$ cat src/rtl/dram_seq_pkg.sv
package dram_seq_pkg;

    typedef enum logic [2:0] {
        ST_IDLE = 3'd0,
        ST_ROW  = 3'd1,
        ST_COL  = 3'd2,
        ST_DATA = 3'd3,
        ST_PAGE = 3'd4,
        ST_PRE  = 3'd5
    } seq_state_e;

    function automatic int imax(input int a, input int b);
        return (a > b) ? a : b;
    endfunction

endpackage

$ cat src/rtl/dram_elapsed_ctr.sv
module dram_elapsed_ctr #(
    parameter int LIMIT = 21,
    parameter int CW    = $clog2(LIMIT + 2)
) (
    input  logic          clk,
    input  logic          rst_n,
    input  logic          restart_i,
    output logic [CW-1:0] count_o
);
    localparam logic [CW-1:0] SAT = CW'(LIMIT);

    logic [CW-1:0] cnt_d, cnt_q;

    always_comb begin
        cnt_d = cnt_q;
        if (restart_i) begin
            cnt_d = '0;
        end else if (cnt_q != SAT) begin
            cnt_d = cnt_q + 1'b1;
        end
    end

    always_ff @(posedge clk or negedge rst_n) begin
        if (!rst_n) begin
            cnt_q <= SAT;
        end else begin
            cnt_q <= cnt_d;
        end
    end

    assign count_o = cnt_q;

endmodule

$ cat src/rtl/dram_refresh_sched.sv
module dram_refresh_sched #(
    parameter int INTERVAL = 780,
    parameter int ROW_W    = 9
) (
    input  logic             clk,
    input  logic             rst_n,
    input  logic             start_i,
    output logic             pend_o,
    output logic [ROW_W-1:0] row_o
);
    localparam int TW = $clog2(INTERVAL + 1);
    localparam logic [TW-1:0] LAST = TW'(INTERVAL - 1);

    typedef struct packed {
        logic [TW-1:0]    tmr;
        logic             pend;
        logic [ROW_W-1:0] row;
    } sched_t;

    sched_t d, q;

    always_comb begin
        d = q;
        if (q.tmr == LAST) begin
            d.tmr  = '0;
            d.pend = 1'b1;
        end else begin
            d.tmr = q.tmr + 1'b1;
            if (start_i) begin
                d.pend = 1'b0;
            end
        end
        if (start_i) begin
            d.row = q.row + 1'b1;
        end
    end

    always_ff @(posedge clk or negedge rst_n) begin
        if (!rst_n) begin
            q <= '0;
        end else begin
            q <= d;
        end
    end

    assign pend_o = q.pend;
    assign row_o  = q.row;


    refresh_start_pend_chk: assert property (@(posedge clk) disable iff (!rst_n)
        start_i |-> pend_o)
        else $error("refresh started without a pending request");


    refresh_pend_hold_chk: assert property (@(posedge clk) disable iff (!rst_n)
        (pend_o && !start_i) |=> pend_o)
        else $error("pending refresh dropped before it was issued");


    refresh_row_step_chk: assert property (@(posedge clk) disable iff (!rst_n)
        start_i |=> (row_o == $past(row_o) + 1'b1))
        else $error("refresh row did not advance by one");

endmodule

$ cat src/rtl/dram_seq_ctrl.sv
module dram_seq_ctrl
    import dram_seq_pkg::*;
#(
    parameter int ROW_W        = 9,
    parameter int COL_W        = 9,
    parameter int DATA_W       = 8,
    parameter int TRC          = 22,
    parameter int TRAC         = 12,
    parameter int TCAC         = 3,
    parameter int TPC          = 7,
    parameter int REF_INTERVAL = 780
) (
    input  logic                     clk,
    input  logic                     rst_n,
    input  logic                     req_valid,
    output logic                     req_ready,
    input  logic                     req_write,
    input  logic [ROW_W+COL_W-1:0]   req_addr,
    input  logic [DATA_W-1:0]        req_wdata,
    output logic                     rd_valid,
    output logic [DATA_W-1:0]        rd_data,
    output logic [((ROW_W > COL_W) ? ROW_W : COL_W)-1:0] dram_addr,
    output logic                     dram_ras_n,
    output logic                     dram_cas_n,
    output logic                     dram_we_n,
    output logic                     dram_oe_n,
    output logic [DATA_W-1:0]        dram_dq_out,
    output logic                     dram_dq_oe,
    input  logic [DATA_W-1:0]        dram_dq_in
);
    localparam int ADDR_W  = ROW_W + COL_W;
    localparam int PIN_W   = imax(ROW_W, COL_W);
    localparam int RAS_LIM = imax(TRC, TRAC) - 1;
    localparam int CAS_LIM = imax(TPC, TCAC) - 1;
    localparam int RAS_CW  = $clog2(RAS_LIM + 2);
    localparam int CAS_CW  = $clog2(CAS_LIM + 2);
    localparam logic [RAS_CW-1:0] RC_MIN = RAS_CW'(TRC - 1);
    localparam logic [RAS_CW-1:0] RA_MIN = RAS_CW'(TRAC - 1);
    localparam logic [CAS_CW-1:0] CA_MIN = CAS_CW'(TCAC - 1);
    localparam logic [CAS_CW-1:0] PC_MIN = CAS_CW'(TPC - 1);

    typedef struct packed {
        seq_state_e        state;
        logic              refresh;
        logic              hold;
        logic [ROW_W-1:0]  open_row;
        logic [ROW_W-1:0]  req_row;
        logic [COL_W-1:0]  req_col;
        logic              req_wr;
        logic [DATA_W-1:0] req_wdata;
        logic              ras_n;
        logic              cas_n;
        logic              we_n;
        logic              oe_n;
        logic              dq_oe;
        logic [PIN_W-1:0]  addr;
        logic [DATA_W-1:0] dq_out;
        logic [DATA_W-1:0] rd_data;
        logic              rd_valid;
    } ctl_t;

    ctl_t d, q;

    logic [RAS_CW-1:0] ras_age;
    logic [CAS_CW-1:0] cas_age;
    logic              ref_pend;
    logic [ROW_W-1:0]  ref_row;
    logic              ref_start;
    logic              ras_fall_nxt;
    logic              cas_fall_nxt;
    logic              rc_ok, ra_ok, ca_ok, pc_ok;
    logic              accept;
    logic [ROW_W-1:0]  in_row;
    logic [COL_W-1:0]  in_col;

    assign in_row = req_addr[ADDR_W-1:COL_W];
    assign in_col = req_addr[COL_W-1:0];

    assign rc_ok = (ras_age >= RC_MIN);
    assign ra_ok = (ras_age >= RA_MIN);
    assign ca_ok = (cas_age >= CA_MIN);
    assign pc_ok = (cas_age >= PC_MIN);

    // A request is taken only from an idle or open-page state that can start it now.
    assign req_ready = !q.hold && !ref_pend &&
                       (((q.state == ST_IDLE) && rc_ok) ||
                        ((q.state == ST_PAGE) && pc_ok));
    assign accept = req_valid && req_ready;

    dram_elapsed_ctr #(.LIMIT(RAS_LIM), .CW(RAS_CW)) ras_age_i (
        .clk       (clk),
        .rst_n     (rst_n),
        .restart_i (ras_fall_nxt),
        .count_o   (ras_age)
    );

    dram_elapsed_ctr #(.LIMIT(CAS_LIM), .CW(CAS_CW)) cas_age_i (
        .clk       (clk),
        .rst_n     (rst_n),
        .restart_i (cas_fall_nxt),
        .count_o   (cas_age)
    );

    dram_refresh_sched #(.INTERVAL(REF_INTERVAL), .ROW_W(ROW_W)) refresh_i (
        .clk     (clk),
        .rst_n   (rst_n),
        .start_i (ref_start),
        .pend_o  (ref_pend),
        .row_o   (ref_row)
    );

    always_comb begin
        d          = q;
        d.rd_valid = 1'b0;
        ref_start  = 1'b0;
        unique case (q.state)
            ST_IDLE: begin
                if (ref_pend && rc_ok) begin
                    d.state   = ST_ROW;
                    d.refresh = 1'b1;
                    d.ras_n   = 1'b0;
                    d.addr    = PIN_W'(ref_row);
                    ref_start = 1'b1;
                end else if (q.hold && rc_ok) begin
                    d.state = ST_ROW;
                    d.hold  = 1'b0;
                    d.ras_n = 1'b0;
                    d.addr  = PIN_W'(q.req_row);
                end else if (accept) begin
                    d.state     = ST_ROW;
                    d.ras_n     = 1'b0;
                    d.addr      = PIN_W'(in_row);
                    d.req_row   = in_row;
                    d.req_col   = in_col;
                    d.req_wr    = req_write;
                    d.req_wdata = req_wdata;
                end
            end
            ST_ROW: begin
                if (q.refresh) begin
                    if (ra_ok) begin
                        d.state   = ST_PRE;
                        d.ras_n   = 1'b1;
                        d.refresh = 1'b0;
                    end
                end else begin
                    d.state    = ST_COL;
                    d.open_row = q.req_row;
                    d.cas_n    = 1'b0;
                    d.addr     = PIN_W'(q.req_col);
                    d.we_n     = !q.req_wr;
                    d.oe_n     = q.req_wr;
                    d.dq_oe    = q.req_wr;
                    d.dq_out   = q.req_wdata;
                end
            end
            ST_COL: begin
                if (ra_ok && ca_ok) begin
                    d.state = ST_DATA;
                    d.cas_n = 1'b1;
                    d.we_n  = 1'b1;
                    d.oe_n  = 1'b1;
                    d.dq_oe = 1'b0;
                    if (!q.req_wr) begin
                        d.rd_data  = dram_dq_in;
                        d.rd_valid = 1'b1;
                    end
                end
            end
            ST_DATA: begin
                d.state = ST_PAGE;
            end
            ST_PAGE: begin
                if (ref_pend) begin
                    d.state = ST_PRE;
                    d.ras_n = 1'b1;
                end else if (accept) begin
                    d.req_row   = in_row;
                    d.req_col   = in_col;
                    d.req_wr    = req_write;
                    d.req_wdata = req_wdata;
                    if (in_row == q.open_row) begin
                        d.state  = ST_COL;
                        d.cas_n  = 1'b0;
                        d.addr   = PIN_W'(in_col);
                        d.we_n   = !req_write;
                        d.oe_n   = req_write;
                        d.dq_oe  = req_write;
                        d.dq_out = req_wdata;
                    end else begin
                        d.state = ST_PRE;
                        d.hold  = 1'b1;
                        d.ras_n = 1'b1;
                    end
                end
            end
            ST_PRE: begin
                d.state = ST_IDLE;
            end
            default: begin
                d.state = ST_IDLE;
            end
        endcase
    end

    assign ras_fall_nxt = q.ras_n && !d.ras_n;
    assign cas_fall_nxt = q.cas_n && !d.cas_n;

    always_ff @(posedge clk or negedge rst_n) begin
        if (!rst_n) begin
            q       <= '0;
            q.ras_n <= 1'b1;
            q.cas_n <= 1'b1;
            q.we_n  <= 1'b1;
            q.oe_n  <= 1'b1;
        end else begin
            q <= d;
        end
    end

    assign rd_valid    = q.rd_valid;
    assign rd_data     = q.rd_data;
    assign dram_addr   = q.addr;
    assign dram_ras_n  = q.ras_n;
    assign dram_cas_n  = q.cas_n;
    assign dram_we_n   = q.we_n;
    assign dram_oe_n   = q.oe_n;
    assign dram_dq_out = q.dq_out;
    assign dram_dq_oe  = q.dq_oe;

    // Strobe-edge spacing watchers, built only from the pin-level outputs.
    logic        ras_prev_q, cas_prev_q;
    logic [15:0] ras_gap_q, cas_gap_q;
    logic        ras_fall_c, cas_fall_c;

    assign ras_fall_c = ras_prev_q && !dram_ras_n;
    assign cas_fall_c = cas_prev_q && !dram_cas_n;

    always_ff @(posedge clk or negedge rst_n) begin
        if (!rst_n) begin
            ras_prev_q <= 1'b1;
            cas_prev_q <= 1'b1;
            ras_gap_q  <= '1;
            cas_gap_q  <= '1;
        end else begin
            ras_prev_q <= dram_ras_n;
            cas_prev_q <= dram_cas_n;
            ras_gap_q  <= ras_fall_c ? 16'd1 : ((ras_gap_q == '1) ? ras_gap_q : ras_gap_q + 16'd1);
            cas_gap_q  <= cas_fall_c ? 16'd1 : ((cas_gap_q == '1) ? cas_gap_q : cas_gap_q + 16'd1);
        end
    end


    we_oe_excl_chk: assert property (@(posedge clk) disable iff (!rst_n)
        !(!dram_we_n && !dram_oe_n))
        else $error("write enable and output enable both active");


    trc_gap_chk: assert property (@(posedge clk) disable iff (!rst_n)
        ras_fall_c |-> (ras_gap_q >= 16'(TRC)))
        else $error("row strobes closer than the row cycle time");


    tpc_gap_chk: assert property (@(posedge clk) disable iff (!rst_n)
        cas_fall_c |-> (cas_gap_q >= 16'(TPC)))
        else $error("column strobes closer than the page cycle time");


    cas_in_row_chk: assert property (@(posedge clk) disable iff (!rst_n)
        !dram_cas_n |-> !dram_ras_n)
        else $error("column strobe active without an open row");


    write_drive_chk: assert property (@(posedge clk) disable iff (!rst_n)
        !dram_we_n |-> (dram_dq_oe && !dram_cas_n))
        else $error("write enable without driven data under a column strobe");


    rd_valid_src_chk: assert property (@(posedge clk) disable iff (!rst_n)
        rd_valid |-> ($past(!dram_cas_n) && $past(!dram_oe_n)))
        else $error("read data returned without a read column cycle");


    ready_quiet_chk: assert property (@(posedge clk) disable iff (!rst_n)
        req_ready |-> dram_cas_n)
        else $error("ready raised during a column access");

endmodule

$ cat config.mk
export PLATFORM = sky130hd
export DESIGN_NAME = dram_seq_ctrl
export DESIGN_NICKNAME = d
export VERILOG_FILES = /design/src/rtl/dram_seq_pkg.sv /design/src/rtl/dram_elapsed_ctr.sv /design/src/rtl/dram_refresh_sched.sv /design/src/rtl/dram_seq_ctrl.sv
export SDC_FILE = /design/constraint.sdc
export NUM_CORES = 1
export LEC_CHECK = 0
export BUFFER_PORTS_ARGS = -buffer_cell sky130_fd_sc_hd__clkbuf_2
export CAP_MARGIN = 10
export CORE_MARGIN = 2
export CORE_UTILIZATION = 51
export CTS_BUF_LIST = sky130_fd_sc_hd__clkbuf_4 sky130_fd_sc_hd__clkbuf_8
export DETAILED_ROUTE_END_ITERATION = 8
export HOLD_SLACK_MARGIN = 0.02
export PLACE_DENSITY = 0.8
export SKIP_CTS_REPAIR_TIMING = 1
export SLEW_MARGIN = 20
export SYNTH_ARGS = -nofsm -noshare
export SYNTH_HDL_FRONTEND = slang
export SYNTH_SLANG_ARGS = --single-unit
$ cat constraint.sdc
create_clock -name clk -period 2.8 [get_ports clk]
set_input_delay 0.28 -clock clk [delete_from_list [all_inputs] [get_ports clk]]
set_output_delay 0.28 -clock clk [all_outputs]
set_load 0.02 [all_outputs]
Word level (Yosys, flattened, before mapping)
Index checks and enable logic that the tools add are counted.

cells by class
  add/subtract/negate cells = 4
  order comparisons = 4
  equal/unequal tests = 22
  muxes and demuxes = 53
  bitwise gates (word level) = 2
  reductions and logical operators = 35

operators by type and width
  kind                     number
  $mux W27                 3
  $mux W21                 3
  $pmux W27 S2             1
  $mux W49                 1
  $mux W3                  10
  $mux W28                 1
  $mux W9                  3
  $pmux W9 S3              1
  $reduce_and A6 Y1        4
  $mux W1                  19
  $ne A2 B2 Y1 const B     8
  $pmux W8 S2              1
  $pmux W3 S5              1
  $pmux W4 S3              1
  $reduce_bool A2 Y1       6
  $mux W11                 1
  $add A10 B1 Y10 const B  1
  $eq A10 B10 Y1 const B   1
  $logic_and A1 B1 Y1      10
  $mux W5                  2
  $add A9 B1 Y9 const B    1
  $eq A9 B9 Y1             1
  $mux W4                  2
  $eq A3 B2 Y1 const B     2
  other kinds (24)         36

word-level totals
  flip-flop bits (word level) = 100
  bits of input ports = 38
  output and inout bits = 32
  word-level logic and storage cells = 142

Logic depth before layout (Yosys ltp)
  word-level depth = 12
  depth in mapped cells = 9
  gate-level depth less buffers = 7

Modules after synthesis
Synthesis repeated with hierarchy kept, for this count alone.

second synthesis, totals
  cells, all modules = 482
  area, all modules = 5320.1 um^2

modules (own cells, without submodules)
  module                         instances  cells each  area an instance (um^2)  seq. area each (um^2)
  dram_seq_ctrl                  1          354         3892.5                   1806.7
  dram_refresh_sched             1          87          954.7                    500.5
  dram_elapsed_ctr at ras_age_i  1          26          306.5                    128.9
  dram_elapsed_ctr at cas_age_i  1          15          166.4                    77.6

Worst setup path before layout
No wires, ideal clock.

  path type = register -> register
  start point = register ras_age_i.cnt_q[4], in the netlist ras_age_i.count_o[4]
  end point = register q, in the netlist dram_addr[5]
  setup time = 125 ps
  arrival time = 1982 ps
  required time = 2675 ps
  setup slack = 693 ps
  stages on the path, launching flop included = 9
  path buffers = 3
  clock period less this slack = 2107 ps
  path through = dfstp_2 clkbuf_2 o21a_1 buf_4 dlygate4sd1_1 a41oi_1 o2111ai_1 o311ai_1 mux2_4

between the ends
  longest elaborated chain between the ends = 7
  elaborated cells on any way between the ends = 13
  classes of those cells = order compare: 1; eq/ne: 2; mux: 3; reduce/logical: 7

ends and longest elaborated chain
  element                                                        RTL line                RTL
  from (decl)                                                    dram_elapsed_ctr.sv:12  logic [CW-1:0] cnt_d, cnt_q;
  from (signal assigned)                                         dram_elapsed_ctr.sv:27  cnt_q <= cnt_d;
  $ge A5 B5 Y1 *                                                 dram_seq_ctrl.sv:79     assign rc_ok = (ras_age >= RC_MIN);
  $logic_and A1 B1 Y1                                            dram_seq_ctrl.sv:86     (((q.state == ST_IDLE) && rc_ok) ||
  $logic_or A1 B1 Y1                                             dram_seq_ctrl.sv:86
  $logic_and A1 B1 Y1                                            dram_seq_ctrl.sv:85     assign req_ready = !q.hold && !ref_pend &&
  $logic_and A1 B1 Y1                                            dram_seq_ctrl.sv:88     assign accept = req_valid && req_ready;
  $ne A4 B2 Y1 (no source line) or $ne A2 B2 Y1 (tied branches)  --
  $reduce_and A6 Y1 (no source line)                             --
  to (decl)                                                      dram_seq_ctrl.sv:62     ctl_t d, q;

Every way passes the cells marked *; elsewhere a longest branch is shown, timed or not.
A chain may end at the register's enable or synchronous reset.

Worst setup path after layout
  start point = register ras_age_i.cnt_q[1], in the netlist ras_age_i.count_o[1]
  end point = output port req_ready

between the ends
  longest elaborated chain between the ends = 4

ends and longest elaborated chain
  element              RTL line             RTL
  $ge A5 B5 Y1         dram_seq_ctrl.sv:79
  $logic_and A1 B1 Y1  dram_seq_ctrl.sv:86
  $logic_or A1 B1 Y1   dram_seq_ctrl.sv:86
  $logic_and A1 B1 Y1  dram_seq_ctrl.sv:85
  to (decl)            dram_seq_ctrl.sv:16  output logic req_ready,

No other way between the ends.

==> out/metrics.csv <==
stage,metric,value,unit
global_route,grt_pass1_wl,18.8,mm
die,fp.coreArea,10300,sq um
placed_design,dp_hpwl,8.20,mm
timing,worst_slew_pin_slew,698,ps
die,initial_core_util,52.7,%
global_route,grt_usage,20.9,%
finish,final_nets,582,
pwr,clock_power_share,38.3,%
drt,vias,3950,
drt,drc,0,
drt,wirelength,11.3,mm
pwr,p_per_area,416,nW/um^2
placed_design,gp_congestion,0.846,
hold_path,hold_path_class,in2reg,
timing,fin_crit,2490,ps
critical_path,worstRegToRegCells,6,
drt,dr.max_layer_used,met4,
cts,tritoncts_num_sinks,100,
die,dieHeight,107,um
timing,finalHoldViolCount,0,
synthesis,async_flop_share,100,%
critical_path,worst_setup_path_end_kind,output port,
placed_design,numPortBuffers,69,
drt,route.met2.wl,5.47,mm
timing,hold_slack,140,ps
critical_path,worstPathMaxFanout,7,
timing,period_share,89.0,%
pwr,leakage,2.72,nW
timing,finalSetupTns,0,ps
synthesis,ys_seq_area_share,46.2,%
synthesis,synth.most_common_cell,dfrtp_1,
critical_path,reg2reg_setup_slack,330,ps
synthesis,yosysUniqueCellTypes,66,
synthesis,syn_area_per_cell,11.0,sq um
cts,h-tree-depth,3,
drt,met3WireLength,663,um
critical_path,crit_start,ras_age_i.count_o[1],
synthesis,synthTopCellsByCount,"91 x dfrtp_1, 46 x nand2_1, 42 x mux2_2, 28 x buf_4, 25 x nor2_1",
drt,drtIter0Drc,282,
critical_path,crit_path_end,req_ready,
timing,final-setup-viol-count,0,
critical_path,cp-start-kind,flip-flop,
synthesis,synth_nets,540,
cts,ctsLongestPathBuffers,2,
run,cap_violations,0,
synthesis,yosys_warnings,0,
synthesis,synth-seq-cells,100,
drt,vias_per_cell,5.82,
global_route,grt_pass1_vias,3822,
drt,wl_met1,4.87,mm
die,die_area,11500,sq um
pwr,pwr-share-comb,3.3,%
drt,post_drt_wl_per_cell,16.7,um
finish,syn_to_final_growth,9.24,%
cts,cts_tree,built,
drt,dr.pass1.iters,5,
cts,clkSlewWorstSetupHoldPaths,90,ps
critical_path,reg2reg_from,ras_age_i.count_o[0],
drt,antenna_left,0,
synthesis,synth.area.top_cells,"dfrtp_1 42%, mux2_2 8.7%, dfstp_2 4.3%",
cts,cts-root-buf,clkbuf_8,
synthesis,netlist_area,5440,sq um
synthesis,yosys.area.top_type,dfrtp_1,
die,row_count,37,
pwr,p_int,1.92,mW
critical_path,cp.required,2520,ps
timing,fmax,401,MHz
critical_path,reg2reg_to,dram_addr[1],
cts,clk_latency,370,ps
timing,clock_skew,17.6,ps
synthesis,synthFlopType,dfrtp_1,
synthesis,synth_edf_count,0,
pwr,seq_power_share,58.4,%
finish,drive_gt1_share,32.2,%
synthesis,synth.top_cell.area_share,41.8,%
timing,slew_headroom,53.3,%
global_route,antenna_found_initial,0,
die,die_w,107,um
pwr,ir_drop,0.000214,V
timing,drv_slew,0,
critical_path,worstPathArrival,2210,ps
timing,rsz0062_at_grt,no,
cts,cts_inserted_buffers,9,
die,pin_count,70,
synthesis,netlist_instances,496,
critical_path,crit_type,reg2out,
pwr,p_switching,549,uW
finish,antennaDiodeCount,0,
global_route,grt_max_degree,66,
status,status,"finished, final reports clean",
pwr,p_sw_share,22.2,%
global_route,grt_overflow,0,
worst min path at each step:
| stage | slack [ps] | end | startpoint | depth (start not counted) |
|---|---|---|---|---|
| 2_1_floorplan | -20 | cas_age_i.count_o[0] | rst_n | 0 |
| 5_1_grt | 130 | rd_data[5] | dram_dq_in[5] | 2 |
| 6_report | 140 | rd_data[5] | dram_dq_in[5] | 2 |
| 3_3_place_gp | 260 | q[60] | rst_n | 1 |
| 3_5_place_dp | 270 | q[51] | rst_n | 1 |
| 4_1_cts | -140 | q[54] | rst_n | 1 |
final cells by class:
type / instances / area (sq um)
clock inverter: 5 / 58.8
timing repair buffer: 85 / 483
inverter: 19 / 71.3
sequential: 100 / 2510
tap: 136 / 170
fill: 851 / 4380
multi-input combinational: 323 / 2500
clock buffer: 11 / 145
flip-flops by register name (all words and copies together) (netlist names):
register / count
cas_age_i.count_o: 3
dram_addr: 9
dram_cas_n: 1
dram_dq_oe: 1
dram_dq_out: 8
dram_oe_n: 1
dram_ras_n: 1
dram_we_n: 1
q: 41
ras_age_i.count_o: 5
rd_data: 8
rd_valid: 1
refresh_i.pend_o: 1
refresh_i.q: 10
refresh_i.row_o: 9
per-stage QoR:
| step | power (mW) | cells | area, sq um | utilization [%] | worst slack [ps] |
|---|---|---|---|---|---|
| after CTS | 2.50 | 677 | 5930 | 57.4 | 93.6 |
| final | 2.47 | 679 | 5940 | 57.6 | 307 |
| after global routing | 2.57 | 679 | 5940 | 57.6 | 127 |
| after detailed placement | 1.55 | 661 | 5720 | 55.4 | 329 |
| after floorplan | 1.48 | 496 | 5440 | - | 693 |
| after global placement | 1.55 | 661 | 5720 | 55.4 | 413 |
critical path, cell delays in order (launching register included):
cell      delay [ps]
dfrtp_1          450
inv_1             70
ha_1             220
nor4_1           360
nor2_1           230
a32oi_4          280
nor3_1            90
clkbuf_2         170
kinds of logic (layout without fill, tap and decap cells):
family                     count (synthesis)  count (layout)  synth area share, %
muxes                                     53              53                 11.5
AOI/OAI and AO/OA                        100             100                 14.5
buffers and inverters                     73             120                 8.05
adders and majority gates                  6               6                 1.38
DFF                                      100             100                 46.2
xor gates and xnor gates                  29              29                 4.67
and+or+nand+nor                          135             135                 13.7
placed cells by master, fill, tap and decap left out, types with 10 or more instances in the layout:
master,count
a21o_1,10
a21oi_1,10
buf_4,15
clkbuf_2,68
clkbuf_8,10
dfrtp_1,91
inv_1,19
mux2_2,42
nand2_1,46
nand3_1,13
nor2_1,25
o21ai_0,17
xnor2_1,12
xor2_1,17
layer usage:
metal	track usage, %	up-vias
li1	-	1863
met1	27.7	1923
met2	33.2	139
met3	5.21	25
met4	7.79	0
met5	0	-
power groups by stage:
stage / Sequential, mW / Combinational, mW / Clock (mW)
after floorplan: 1.47 / 0.00980 / 0
after global placement: 1.47 / 0.0792 / 0
after detailed placement: 1.47 / 0.0824 / 0
after CTS: 1.44 / 0.0829 / 0.976
after global routing: 1.44 / 0.0923 / 1.03
final: 1.44 / 0.0816 / 0.945
Note: power is estimated with default switching activity, not from simulation.
